## src/rtl/gamma_seq.sv

```systemverilog
module gamma_seq #(
  parameter int NUM_LEVELS = 11,
  parameter int PKT_BYTES  = 23,
  parameter int LVL_W      = 4,
  parameter bit USE_TABLE  = 1'b0,
  parameter logic [NUM_LEVELS*(PKT_BYTES-2)*8-1:0] GAMMA_TABLE = '0
) (
  input  logic             clk,
  input  logic             rst_n,
  input  logic             start_i,
  input  logic [LVL_W-1:0] level_i,
  input  logic             wr_ready_i,
  input  logic             wr_err_i,
  input  logic             err_clr_i,
  output logic             wr_valid_o,
  output logic [7:0]       wr_data_o,
  output logic             wr_first_o,
  output logic             wr_last_o,
  output logic             busy_o,
  output logic             done_o,
  output logic             err_o,
  output logic [LVL_W-1:0] cur_level_o
);

  localparam int PAY   = PKT_BYTES - 2;
  localparam int ROM_N = NUM_LEVELS * PAY;
  localparam int IDX_W = $clog2(PKT_BYTES);
  localparam int SEL_W = $clog2(ROM_N);
  localparam logic [7:0] CMD_GAMMA = 8'hFA;
  localparam logic [7:0] ARG_HOLD  = 8'h00;
  localparam logic [7:0] ARG_APPLY = 8'h01;
  localparam logic [LVL_W-1:0] MAX_LVL = LVL_W'(NUM_LEVELS - 1);

  function automatic logic [ROM_N*8-1:0] make_rom();
    logic [ROM_N*8-1:0] r;
    r = '0;
    for (int l = 0; l < NUM_LEVELS; l++)
      for (int k = 0; k < PAY; k++)
        r[(l*PAY+k)*8 +: 8] = 8'((l*11 + k*37 + 24) % 256);
    return r;
  endfunction

  localparam logic [ROM_N*8-1:0] ROM = USE_TABLE ? GAMMA_TABLE : make_rom();

  typedef enum logic [1:0] {S_IDLE, S_LVL, S_CMT, S_FIN} st_t;

  st_t              st;
  logic [IDX_W-1:0] idx;
  logic [LVL_W-1:0] lvl_q;
  logic             err_q;
  logic             rng_q;
  logic [SEL_W-1:0] sel;
  logic [7:0]       rom_byte;

  wire hs       = wr_valid_o & wr_ready_i;
  wire last_lvl = (idx == IDX_W'(PKT_BYTES - 1));
  wire last_cmt = (idx == IDX_W'(1));
  wire in_range = (level_i <= MAX_LVL);

  always_comb begin
    sel      = SEL_W'(lvl_q) * SEL_W'(PAY) + SEL_W'(idx) - SEL_W'(2);
    rom_byte = ROM[int'(sel)*8 +: 8];
  end

  always_comb begin
    case (st)
      S_LVL:   wr_data_o = (idx == '0) ? CMD_GAMMA :
                           (idx == IDX_W'(1)) ? ARG_HOLD : rom_byte;
      S_CMT:   wr_data_o = (idx == '0) ? CMD_GAMMA : ARG_APPLY;
      default: wr_data_o = 8'h00;
    endcase
  end

  assign wr_valid_o  = (st == S_LVL) || (st == S_CMT);
  assign wr_first_o  = wr_valid_o && (idx == '0);
  assign wr_last_o   = ((st == S_LVL) && last_lvl) || ((st == S_CMT) && last_cmt);
  assign busy_o      = (st != S_IDLE);
  assign done_o      = (st == S_FIN);
  assign err_o       = done_o && (err_q || rng_q);
  assign cur_level_o = lvl_q;

  always_ff @(posedge clk or negedge rst_n) begin
    if (!rst_n) begin
      err_q <= 1'b0;
    end else if (wr_err_i) begin
      err_q <= 1'b1;
    end else if (err_clr_i) begin
      err_q <= 1'b0;
    end
  end

  always_ff @(posedge clk or negedge rst_n) begin
    if (!rst_n) begin
      st    <= S_IDLE;
      idx   <= '0;
      lvl_q <= MAX_LVL;
      rng_q <= 1'b0;
    end else begin
      case (st)
        S_IDLE: if (start_i) begin
          idx   <= '0;
          rng_q <= !in_range;
          if (!in_range || err_q) begin
            st <= S_FIN;
          end else begin
            lvl_q <= level_i;
            st    <= S_LVL;
          end
        end
        S_LVL: if (hs) begin
          if (last_lvl) begin
            idx <= '0;
            st  <= (err_q || wr_err_i) ? S_FIN : S_CMT;
          end else begin
            idx <= idx + 1'b1;
          end
        end
        S_CMT: if (hs) begin
          if (last_cmt) st <= S_FIN;
          else          idx <= idx + 1'b1;
        end
        default: begin
          st    <= S_IDLE;
          rng_q <= 1'b0;
        end
      endcase
    end
  end

endmodule

```

## config.mk

```make
export PLATFORM = sky130hd
export DESIGN_NAME = gamma_seq
export DESIGN_NICKNAME = d
export VERILOG_FILES = /design/src/rtl/gamma_seq.sv
export SDC_FILE = /design/constraint.sdc
export NUM_CORES = 1
export LEC_CHECK = 0
export ABC_AREA = 1
export BUFFER_PORTS_ARGS = -buffer_cell sky130_fd_sc_hd__clkbuf_2
export CORE_MARGIN = 2
export CORE_UTILIZATION = 25
export DETAILED_ROUTE_END_ITERATION = 10
export PLACE_DENSITY = 0.44
export SKIP_CTS_REPAIR_TIMING = 1
export SYNTH_ARGS = -nofsm -noshare
export SYNTH_HDL_FRONTEND = slang
export SYNTH_SLANG_ARGS = --single-unit
```

## constraint.sdc

```tcl
create_clock -name clk -period 6.95 [get_ports clk]
set_input_delay 0.3475 -clock clk [delete_from_list [all_inputs] [get_ports clk]]
set_output_delay 0.3475 -clock clk [all_outputs]
set_load 0.05 [all_outputs]
```

==> metrics.txt <==
Seq cells post-synth 13; share of cells above drive strength 1 7.822%; reg2reg start st[0]$_DFFE_PN0P_; CTS tree built; Setup-failing EPs final 0; outcome finished clean; Post-DP Area 0.003761 mm^2; number of global-route vias before repair 4167; routability-driven placement congestion ratio 0.9450; Root Buffer clkbuf_16; Max-cap violations 0; Max clock buf depth 2; first-pass GRT wire length 21180 um; Synth area leader nand2_1; sequential fraction of the synthesis area 9.190%; main flop type after synthesis dfrtp_1; hpwl dp 9528 um; count leader, synth nand2_1; drt via density 5.216; post-synthesis average cell area 5.505 um^2; crit path to wr_data_o[5]; CP arrival 4.90 ns; critical path type register to output port; Core ar. 0.01393 mm^2; Clock transition at path regs 0.05 ns; grt total ovfl 0; gate count of the mapped netlist 648; number of remaining DRC errors 0; Layout Nets 702; area fraction of the dominant cell type after synthesis 24.41%; DR WL/cell 15.35 um; minimum clock period 5.249 ns; CP required 6.60 ns; Clock Skew 0.001511 ns; post-synthesis cell area 0.003567 mm^2; initial drt markers 430; EDFF count, synth 0; ys async rst share 100.0%; R2R Path End st[1]$_DFFE_PN0P_; Tcrit/Tclk final 75.52%; DIE WIDTH 123.5 um; Critical Path Start cur_level_o[1]$_DFFE_PN1P_; Post-Syn Nets 697; final wirelength 12770 um; hold_ws 0.004398 ns; Die Y 123.5 um; Worst Hold Class input pin to async pin; Initial Util 25.60%; Boundary Pins 28; Final Max Slew Viols 0; Synth Warn # 0; count of cell types in the netlist 31; DR pass1 iterations 5; ANT cells 0; CTS buffer count 3; Row Count 43; Worst R2R Path Depth 7; final instance area 0.003841 mm^2; area growth from synthesis to layout 7.681%; CP Launch Type register; Final ANT Viol Nets 0; worst-margin pin slew 0.8973 ns; RSZ-0062 raised after global routing false; Worst-Skew Late Latency 0.25 ns; synth top area cells nand2_1, nand3_1, ha_1; reg2reg setup slack 4.77 ns; H-tree levels 1; full die area 0.01524 mm^2; crit path capture type output port; largest net degree at the start of global routing 57; most frequent cells after synthesis nand2_1, nand3_1, inv_1; Port Buffers 27; initial antenna violation count 0; Tot GR Track Use 17.34%; Crit Path Max Fanout 26; Fmax 0.1905 GHz; via count 4340; CTS sink count 13; final hold viol count 0; TNS Setup 0 ns; max_slew headroom 39.97%
-- metal layers --
| layer | wire length, um | global-route usage [%] |
|---|---|---|
| met1 | 6104 | 24.93 |
| met5 | 0 | 0 |
| met4 | 308 | 4.403 |
| met2 | 5697 | 27.51 |
| met3 | 657 | 1.845 |
-- state kept, by name, indices dropped and copies added, names as in the netlist --
signal and cells:
cur_level_o 4, idx 5, st 2, err_q 1, rng_q 1
-- worst max-delay path, stage by stage, from the launching register on --
cell and delay, ns:
dfstp_2 0.58, ha_1 0.25, fa_1 0.49, inv_1 0.06, fa_1 0.52, inv_1 0.07
fa_2 0.47, inv_1 0.50, buf_4 0.40, nand2_1 0.20, nor2_1 0.16, nor2_1 0.08
nor2_1 0.12, a21oi_1 0.07, nand2_1 0.07, nand3_1 0.09, a21oi_1 0.20, clkbuf_2 0.31
-- cells in the final DEF, fill, tap and decap left out --
| cell type | Yosys | layout |
|---|---|---|
| a211o_1 | 1 | 1 |
| fa_1 | 9 | 8 |
| nor2_2 | 1 | 1 |
| dfrtp_1 | 11 | 11 |
| or2_1 | 1 | 1 |
| a21oi_1 | 24 | 24 |
| o22ai_1 | 4 | 4 |
| inv_1 | 62 | 62 |
| o21ai_0 | 32 | 32 |
| a211oi_1 | 1 | 1 |
| buf_4 | 3 | 2 |
| ha_1 | 30 | 30 |
| clkinv_2 | 0 | 1 |
| nand3_2 | 1 | 1 |
| o211ai_1 | 2 | 2 |
| nand2_2 | 6 | 6 |
| nor2_1 | 33 | 33 |
| fa_2 | 0 | 1 |
| o21bai_1 | 1 | 1 |
| nand4_1 | 6 | 6 |
| mux2_2 | 1 | 1 |
| a21oi_2 | 1 | 1 |
| a22oi_1 | 1 | 1 |
| xnor2_4 | 1 | 1 |
| nor3_1 | 6 | 6 |
| clkbuf_2 | 0 | 27 |
| clkbuf_16 | 0 | 3 |
| nand3_1 | 146 | 146 |
| nand2_1 | 232 | 232 |
| dfstp_2 | 2 | 2 |
| inv_2 | 4 | 4 |
-- area by class of cell --
cell class / count / area [um^2]
Tap cell: 180 / 225.2
Multi-Input combinational cell: 540 / 2810
Timing Repair Buffer: 29 / 150.1
Fill cell: 1612 / 10090
Sequential cell: 13 / 327.8
Inverter: 66 / 247.7
Clock inverter: 1 / 5.005
Clock buffer: 3 / 75.07
-- per-stage QoR --
stage / setup WS, ns / utilization (%) / std cells
2_1_floorplan: 2.218 / - / 648
3_3_place_gp: 2.070 / 26.99 / 828
3_5_place_dp: 1.993 / 26.99 / 828
4_1_cts: 1.717 / 27.57 / 832
5_1_grt: 1.380 / 27.57 / 832
6_report: 1.701 / 27.57 / 832
-- worst min path at each step --
stage / from / endpoint
after floorplan: rst_n / cur_level_o[0]$_DFFE_PN0P_
after global placement: rst_n / rng_q$_DFFE_PN0P_
after detailed placement: rst_n / rng_q$_DFFE_PN0P_
after CTS: rst_n / rng_q$_DFFE_PN0P_
after global routing: rst_n / rng_q$_DFFE_PN0P_
final: rst_n / rng_q$_DFFE_PN0P_
-- kinds of logic (layout without fill, tap and decap cells) --
family                     count (synthesis)  in the layout  share of synthesized area (%)
AOI/OAI and AO/OA                         67             67                          10.10
DFF                                       13             13                          9.190
xor gates and xnor gates                   1              1                         0.7718
muxes                                      1              1                         0.3157
and+or+nand+nor                          432            432                          51.95
adders and majority gates                 39             39                          15.57
buffers and inverters                     95             99                          12.10
Power is not shown: default switching activity piles up to over one toggle a cycle in this logic, so the estimate is an artifact.
